==> config.mk <==
export PLATFORM = sky130hd
export DESIGN_NAME = i2c_start_gen
export DESIGN_NICKNAME = d
export VERILOG_FILES = /design/src/rtl/i2c_start_pkg.sv /design/src/rtl/i2c_line_sync.sv /design/src/rtl/i2c_baud_cnt.sv /design/src/rtl/i2c_start_fsm.sv /design/src/rtl/i2c_tx_buf.sv /design/src/rtl/i2c_start_gen.sv
export SDC_FILE = /design/constraint.sdc
export NUM_CORES = 1
export LEC_CHECK = 0
export BUFFER_PORTS_ARGS = -buffer_cell sky130_fd_sc_hd__clkbuf_2
export CAP_MARGIN = 20
export CORE_ASPECT_RATIO = 0.7
export CORE_MARGIN = 5
export CORE_UTILIZATION = 25
export CTS_CLUSTER_DIAMETER = 50
export DETAILED_ROUTE_END_ITERATION = 8
export PLACE_DENSITY = 0.44
export SLEW_MARGIN = 20
export SYNTH_ARGS = -nofsm -noshare
export SYNTH_HDL_FRONTEND = slang
export SYNTH_HIERARCHICAL = 1
export SYNTH_SLANG_ARGS = --single-unit
==> constraint.sdc <==
create_clock -name clk_i -period 4.65 [get_ports clk_i]
set_input_delay 0.6975 -clock clk_i [delete_from_list [all_inputs] [get_ports clk_i]]
set_output_delay 0.6975 -clock clk_i [all_outputs]
set_load 0.01 [all_outputs]
==> src/rtl/i2c_start_pkg.sv <==
package i2c_start_pkg;
  localparam int CMD_W    = 5;
  localparam int FLAG_N   = 3;
  localparam int FLG_WCOL = 0;
  localparam int FLG_BCOL = 1;
  localparam int FLG_IRQ  = 2;

  typedef enum logic [1:0] {
    ST_IDLE    = 2'd0,
    ST_WAIT_HI = 2'd1,
    ST_HOLD_LO = 2'd2
  } start_st_e;
endpackage

==> src/rtl/i2c_line_sync.sv <==
module i2c_line_sync #(
  parameter int W      = 2,
  parameter int STAGES = 2
) (
  input  logic         clk_i,
  input  logic         rst_ni,
  input  logic [W-1:0] d_i,
  output logic [W-1:0] q_o
);
  for (genvar g = 0; g < W; g++) begin : g_line
    logic [STAGES-1:0] sh_q;
    always_ff @(posedge clk_i or negedge rst_ni) begin
      if (!rst_ni) sh_q <= '1;
      else         sh_q <= {sh_q[STAGES-2:0], d_i[g]};
    end
    assign q_o[g] = sh_q[STAGES-1];
  end
endmodule

==> src/rtl/i2c_baud_cnt.sv <==
module i2c_baud_cnt #(
  parameter int W = 7
) (
  input  logic         clk_i,
  input  logic         rst_ni,
  input  logic         load_i,
  input  logic         run_i,
  input  logic [W-1:0] reload_i,
  output logic         expire_o
);
  logic [W-1:0] cnt_q;

  always_ff @(posedge clk_i or negedge rst_ni) begin
    if (!rst_ni)                     cnt_q <= '0;
    else if (load_i)                 cnt_q <= reload_i;
    else if (run_i && cnt_q != '0)   cnt_q <= cnt_q - 1'b1;
  end

  assign expire_o = run_i && (cnt_q == '0);

  assert_reload_R1: assert property (@(posedge clk_i) disable iff (!rst_ni)
    load_i |=> (cnt_q == $past(reload_i)));

  assert_step_R2: assert property (@(posedge clk_i) disable iff (!rst_ni)
    (run_i && !load_i && cnt_q != '0) |=> (cnt_q == $past(cnt_q) - 1'b1));
endmodule

==> src/rtl/i2c_start_fsm.sv <==
module i2c_start_fsm
  import i2c_start_pkg::*;
(
  input  logic             clk_i,
  input  logic             rst_ni,
  input  logic             ctrl_wr_i,
  input  logic [CMD_W-1:0] ctrl_wdata_i,
  input  logic             flag_wr_i,
  input  logic [FLAG_N-1:0] flag_wdata_i,
  input  logic             buf_wr_i,
  input  logic             sda_s_i,
  input  logic             scl_s_i,
  input  logic             expire_i,
  output logic             load_o,
  output logic             run_o,
  output logic             buf_accept_o,
  output logic             busy_o,
  output logic             sda_oe_o,
  output logic             start_seen_o,
  output logic [CMD_W-1:0] cmd_o,
  output logic [FLAG_N-1:0] flags_o
);
  start_st_e          st_q;
  logic [CMD_W-1:0]   cmd_q;
  logic               sda_hold_q;
  logic               seen_q;
  logic [FLAG_N-1:0]  flag_q;
  logic [FLAG_N-1:0]  flag_set;
  logic               lines_hi;
  logic               req;

  assign lines_hi = sda_s_i && scl_s_i;
  assign req      = ctrl_wr_i && ctrl_wdata_i[0] && (st_q == ST_IDLE);
  assign run_o    = (st_q != ST_IDLE);
  assign busy_o   = run_o;

  always_comb begin
    load_o = (req && lines_hi) ||
             ((st_q == ST_WAIT_HI) && lines_hi && expire_i);
    flag_set           = '0;
    flag_set[FLG_WCOL] = buf_wr_i && busy_o;
    flag_set[FLG_BCOL] = (req && !lines_hi) || ((st_q == ST_WAIT_HI) && !lines_hi);
    flag_set[FLG_IRQ]  = (st_q == ST_HOLD_LO) && expire_i;
  end

  assign buf_accept_o = buf_wr_i && !busy_o;

  always_ff @(posedge clk_i or negedge rst_ni) begin
    if (!rst_ni) begin
      st_q       <= ST_IDLE;
      cmd_q      <= '0;
      sda_hold_q <= 1'b0;
      seen_q     <= 1'b0;
    end else begin
      unique case (st_q)
        ST_IDLE: begin
          if (ctrl_wr_i) begin
            cmd_q <= ctrl_wdata_i;
            if (ctrl_wdata_i[0]) begin
              seen_q <= 1'b0;
              if (lines_hi) st_q     <= ST_WAIT_HI;
              else          cmd_q[0] <= 1'b0;
            end else begin
              sda_hold_q <= 1'b0;
            end
          end
        end
        ST_WAIT_HI: begin
          if (!lines_hi) begin
            st_q     <= ST_IDLE;
            cmd_q[0] <= 1'b0;
          end else if (expire_i) begin
            st_q       <= ST_HOLD_LO;
            sda_hold_q <= 1'b1;
            seen_q     <= 1'b1;
          end
        end
        ST_HOLD_LO: begin
          if (expire_i) begin
            st_q     <= ST_IDLE;
            cmd_q[0] <= 1'b0;
          end
        end
        default: st_q <= ST_IDLE;
      endcase
    end
  end

  for (genvar f = 0; f < FLAG_N; f++) begin : g_flag
    always_ff @(posedge clk_i or negedge rst_ni) begin
      if (!rst_ni)                            flag_q[f] <= 1'b0;
      else if (flag_set[f])                   flag_q[f] <= 1'b1;
      else if (flag_wr_i && !flag_wdata_i[f]) flag_q[f] <= 1'b0;
    end
  end

  assign sda_oe_o     = sda_hold_q;
  assign start_seen_o = seen_q;
  assign cmd_o        = cmd_q;
  assign flags_o      = flag_q;

  assert_sda_after_high_R2: assert property (@(posedge clk_i) disable iff (!rst_ni)
    $rose(sda_oe_o) |-> $past(sda_s_i && scl_s_i));

  assert_done_holds_R3: assert property (@(posedge clk_i) disable iff (!rst_ni)
    $rose(flag_q[FLG_IRQ]) |-> (sda_oe_o && !busy_o && !cmd_q[0]));

  assert_abort_idle_R5: assert property (@(posedge clk_i) disable iff (!rst_ni)
    $rose(flag_q[FLG_BCOL]) |-> (!busy_o && !cmd_q[0]));

  assert_cmd_locked_R7: assert property (@(posedge clk_i) disable iff (!rst_ni)
    busy_o |=> (cmd_q[CMD_W-1:1] == $past(cmd_q[CMD_W-1:1])));
endmodule

==> src/rtl/i2c_tx_buf.sv <==
module i2c_tx_buf #(
  parameter int W = 8
) (
  input  logic         clk_i,
  input  logic         rst_ni,
  input  logic         accept_i,
  input  logic [W-1:0] data_i,
  output logic [W-1:0] q_o
);
  always_ff @(posedge clk_i or negedge rst_ni) begin
    if (!rst_ni)       q_o <= '0;
    else if (accept_i) q_o <= data_i;
  end
endmodule

==> src/rtl/i2c_start_gen.sv <==
module i2c_start_gen
  import i2c_start_pkg::*;
#(
  parameter int RELOAD_W    = 7,
  parameter int DATA_W      = 8,
  parameter int SYNC_STAGES = 2
) (
  input  logic                clk_i,
  input  logic                rst_ni,
  input  logic [RELOAD_W-1:0] reload_i,
  input  logic                ctrl_wr_i,
  input  logic [CMD_W-1:0]    ctrl_wdata_i,
  output logic [CMD_W-1:0]    cmd_o,
  input  logic                flag_wr_i,
  input  logic [FLAG_N-1:0]   flag_wdata_i,
  input  logic                buf_wr_i,
  input  logic [DATA_W-1:0]   buf_wdata_i,
  output logic [DATA_W-1:0]   buf_o,
  input  logic                sda_i,
  input  logic                scl_i,
  output logic                sda_oe_o,
  output logic                scl_oe_o,
  output logic                busy_o,
  output logic                start_seen_o,
  output logic                irq_o,
  output logic                bcol_o,
  output logic                wcol_o
);
  localparam int LINES = 2;

  logic [LINES-1:0]  line_s;
  logic              load, run, expire, buf_accept;
  logic [FLAG_N-1:0] flags;

  i2c_line_sync #(.W(LINES), .STAGES(SYNC_STAGES)) u_sync (
    .clk_i (clk_i),
    .rst_ni(rst_ni),
    .d_i   ({scl_i, sda_i}),
    .q_o   (line_s)
  );

  i2c_baud_cnt #(.W(RELOAD_W)) u_baud (
    .clk_i   (clk_i),
    .rst_ni  (rst_ni),
    .load_i  (load),
    .run_i   (run),
    .reload_i(reload_i),
    .expire_o(expire)
  );

  i2c_start_fsm u_fsm (
    .clk_i       (clk_i),
    .rst_ni      (rst_ni),
    .ctrl_wr_i   (ctrl_wr_i),
    .ctrl_wdata_i(ctrl_wdata_i),
    .flag_wr_i   (flag_wr_i),
    .flag_wdata_i(flag_wdata_i),
    .buf_wr_i    (buf_wr_i),
    .sda_s_i     (line_s[0]),
    .scl_s_i     (line_s[1]),
    .expire_i    (expire),
    .load_o      (load),
    .run_o       (run),
    .buf_accept_o(buf_accept),
    .busy_o      (busy_o),
    .sda_oe_o    (sda_oe_o),
    .start_seen_o(start_seen_o),
    .cmd_o       (cmd_o),
    .flags_o     (flags)
  );

  i2c_tx_buf #(.W(DATA_W)) u_buf (
    .clk_i   (clk_i),
    .rst_ni  (rst_ni),
    .accept_i(buf_accept),
    .data_i  (buf_wdata_i),
    .q_o     (buf_o)
  );

  assign scl_oe_o = 1'b0;  // SCL stays released for the whole Start
  assign irq_o    = flags[FLG_IRQ];
  assign bcol_o   = flags[FLG_BCOL];
  assign wcol_o   = flags[FLG_WCOL];

  assert_buf_frozen_R6: assert property (@(posedge clk_i) disable iff (!rst_ni)
    (buf_wr_i && busy_o) |=> ($stable(buf_o) && wcol_o));

  assert_scl_free_R2: assert property (@(posedge clk_i) disable iff (!rst_ni)
    busy_o |-> !scl_oe_o);
endmodule

==> impl_metrics.ini <==
[status]
outcome = complete, no violations

[critical_path]
slowest_delay_ns = 0.50
crit_path_end_kind = flip-flop
arrival_ns = 2.73
worst-setup-path-type = reg -> reg
crit_fanout = 18
reg2regPathDepth = 9
rr_startpoint = u_fsm/st_q[1]
regToRegEndpoint = u_baud/cnt_q[5]
ff2ff_setup_slack_ns = 2.09
start_kind = flip-flop
cp.required_ns = 4.82
crit_path_top_delay_cell = nor2_2
crit_chain = inv_1 -> ha_1 -> inv_2 -> and3_1 -> a32oi_1 -> nor2_2 -> nand2b_1 -> a41oi_1 -> a221o_1

[drt]
vias_per_cell = 4.38
vias = 1278
drtIter0Drc = 84
routedWlPerCell_um = 13.5
route.detailed.drc = 0
wirelength_um = 3940
ant_nets = 0
drtPass1Iterations = 4

[worst_hold_path]
min_from = u_sync/g_line[0].sh_q[0]
whs_path_depth = 0
min_path_type = reg -> reg
min_to = u_sync/g_line[0].sh_q[1]

[logic_synthesis]
synthCells = 150
yosys_warnings = 6
async_flop_share_pct = 100
syn_nets = 188
synth_edf_count = 0
synth-main-ff-cell = dfrtp_1
synth_seq_cells = 31
ys_types = 55
syn_avg_cell_area_um2 = 11.3
yosysSeqAreaShare_pct = 46.2
synth_area_um2 = 1690

[sta]
min_period_ns = 2.56
fmax_mhz = 390
setup_viol = 0
drv_slew = 0
fin_tns_setup_ns = 0
finClkSkew_ns = 0.00125
rsz0062_at_grt = false
finalCritPeriodShare_pct = 55.1
final-hold-violation-count = 0
maxSlewHeadroom_pct = 35.7
tightest_slew_ns = 0.961
finalHoldWorstSlack_ns = 0.359

[floorplan]
die_w_um = 108
rows = 25
io_pins = 50
core_area_um2 = 6660
fp.dieH_um = 78.8
start_util_pct = 25.4
dieArea_um2 = 8530

[cts]
cts_resized = 0
clock_latency_ns = 0.28
clkSinkCount = 31
hold_buffers = 0
clk_path_buf_depth = 2
path_clk_slew_ns = 0.07
cts_setup_buffers = 0
cts_inserted_buffers = 5
cts_tree = built
h-tree-depth = 2
ctsRootBufferMaster = clkbuf_8

[power]
ir_drop_mv = 0.197
powerDensity_nw_per_um2 = 605
p_leak_nw = 0.974
power_w = 0.00127

[grt]
antenna_found_initial = 0
grt.total_usage_pct = 9.90
first_global_vias = 1274
grt_pass1_wl_um = 6540
grt_max_degree = 32
gr-total-overflow = 0

[place]
io_buffers = 48
dp_hpwl_um = 2950
place.gp.congestion = 0.809

[finish]
drive_gt1_share_pct = 38.4
layout_commonest_cell = clkbuf_2
synthToLayoutAreaGrowth_pct = 24.4
final_nets = 235
final_cell_mix = clkbuf_2, dfrtp_1, inv_1, nand2_1
diodes = 0

[run]
drv_cap = 0
==> cell type report <==
class | count | area, um^2
Fill cell | 709 | 4560
Multi-Input combinational cell | 101 | 810
Sequential cell | 31 | 781
Timing Repair Buffer | 48 | 240
Tap cell | 94 | 118
Clock buffer | 6 | 82.6
Inverter | 10 | 37.5
Clock inverter | 2 | 35.0
==> cell usage after synthesis (all sizes together), types with 2 or more instances <==
cell type,instances,area (um^2)
o21ai,7,35.0
nand2b,4,25.0
nor4,3,33.8
o31ai,2,15.0
mux2,12,165
nor3,6,30.0
dfstp,4,105
and2b,3,25.0
a21boi,2,15.0
a211o,2,18.8
o31a,2,18.8
nor2,3,11.3
dfrtp,27,676
a21oi,8,40.0
ha,8,100
buf,6,48.8
a41oi,2,17.5
a31oi,2,12.5
inv,10,37.5
nor2b,3,18.8
nand2,9,33.8
==> how the worst max path moves through the flow <==
stage	start	to	slack, ns
after floorplan	u_fsm/st_q[1]	u_baud/cnt_q[4]	2.47
after global placement	u_fsm/st_q[1]	u_baud/cnt_q[5]	1.83
after detailed placement	u_fsm/st_q[1]	u_baud/cnt_q[5]	1.76
after CTS	u_fsm/st_q[1]	u_baud/cnt_q[5]	1.75
after global routing	u_fsm/st_q[1]	u_baud/cnt_q[5]	1.81
final	u_fsm/st_q[1]	u_baud/cnt_q[5]	2.09
==> through the flow <==
| step | setup WS, ns | utilization, % | std cells | instance area [um^2] |
|---|---|---|---|---|
| after floorplan | 2.47 | - | 150 | 1690 |
| after global placement | 1.83 | 29.8 | 284 | 1980 |
| after detailed placement | 1.76 | 29.8 | 284 | 1980 |
| after CTS | 1.75 | 31.5 | 292 | 2100 |
| after global routing | 1.81 | 31.6 | 292 | 2100 |
| final | 2.09 | 31.6 | 292 | 2100 |
==> registers in the layout (all words and copies together) (netlist names) <==
register            cells
u_fsm/start_seen_o      1
u_fsm/flags_o           3
u_fsm/sda_oe_o          1
u_fsm/cmd_o             5
u_buf/q_o               8
u_baud/cnt_q            7
u_sync/g_line.sh_q      4
u_fsm/st_q              2
==> worst max-delay path, delay by kind of cell, from the launching register on <==
| kind | cells | cell delay [ns] |
|---|---|---|
| buffers and inverters | 2 | 0.34 |
| adder cells (fa/ha/maj) | 1 | 0.29 |
| AO/OA/AOI/OAI | 3 | 0.42 |
| flip-flops | 1 | 0.40 |
| AND/OR/NAND/NOR | 3 | 0.99 |
==> cell families (layout without fill, tap and decap cells) <==
| logic type | after synthesis | after routing | synth area share, % |
|---|---|---|---|
| AOI/OAI and AO/OA | 38 | 38 | 16.2 |
| adders and majority gates | 8 | 8 | 5.92 |
| buffers and inverters | 18 | 66 | 6.07 |
| DFF | 31 | 31 | 46.2 |
| muxes | 12 | 12 | 9.77 |
| other | 1 | 1 | 0.222 |
| and+or+nand+nor | 42 | 42 | 15.6 |
==> power breakdown <==
part / switching, W / leakage [nW] / internal [W] / total [W]
logic: 0.000272 / 0.553 / 0.000252 / 0.000524
clock network: 0.000104 / 0.0612 / 0.000173 / 0.000277
registers: 0.0000927 / 0.360 / 0.000378 / 0.000471
total: 0.000469 / 0.974 / 0.000804 / 0.00127
==> per-layer routing <==
metal / vias up / wire, um / track usage (%)
li1: 643 / - / -
met5: - / 0 / 0
met4: 0 / 33 / 3.40
met3: 4 / 294 / 3.49
met2: 38 / 1540 / 12.3
met1: 593 / 2070 / 15.2
(Power assumes the default switching activity.)
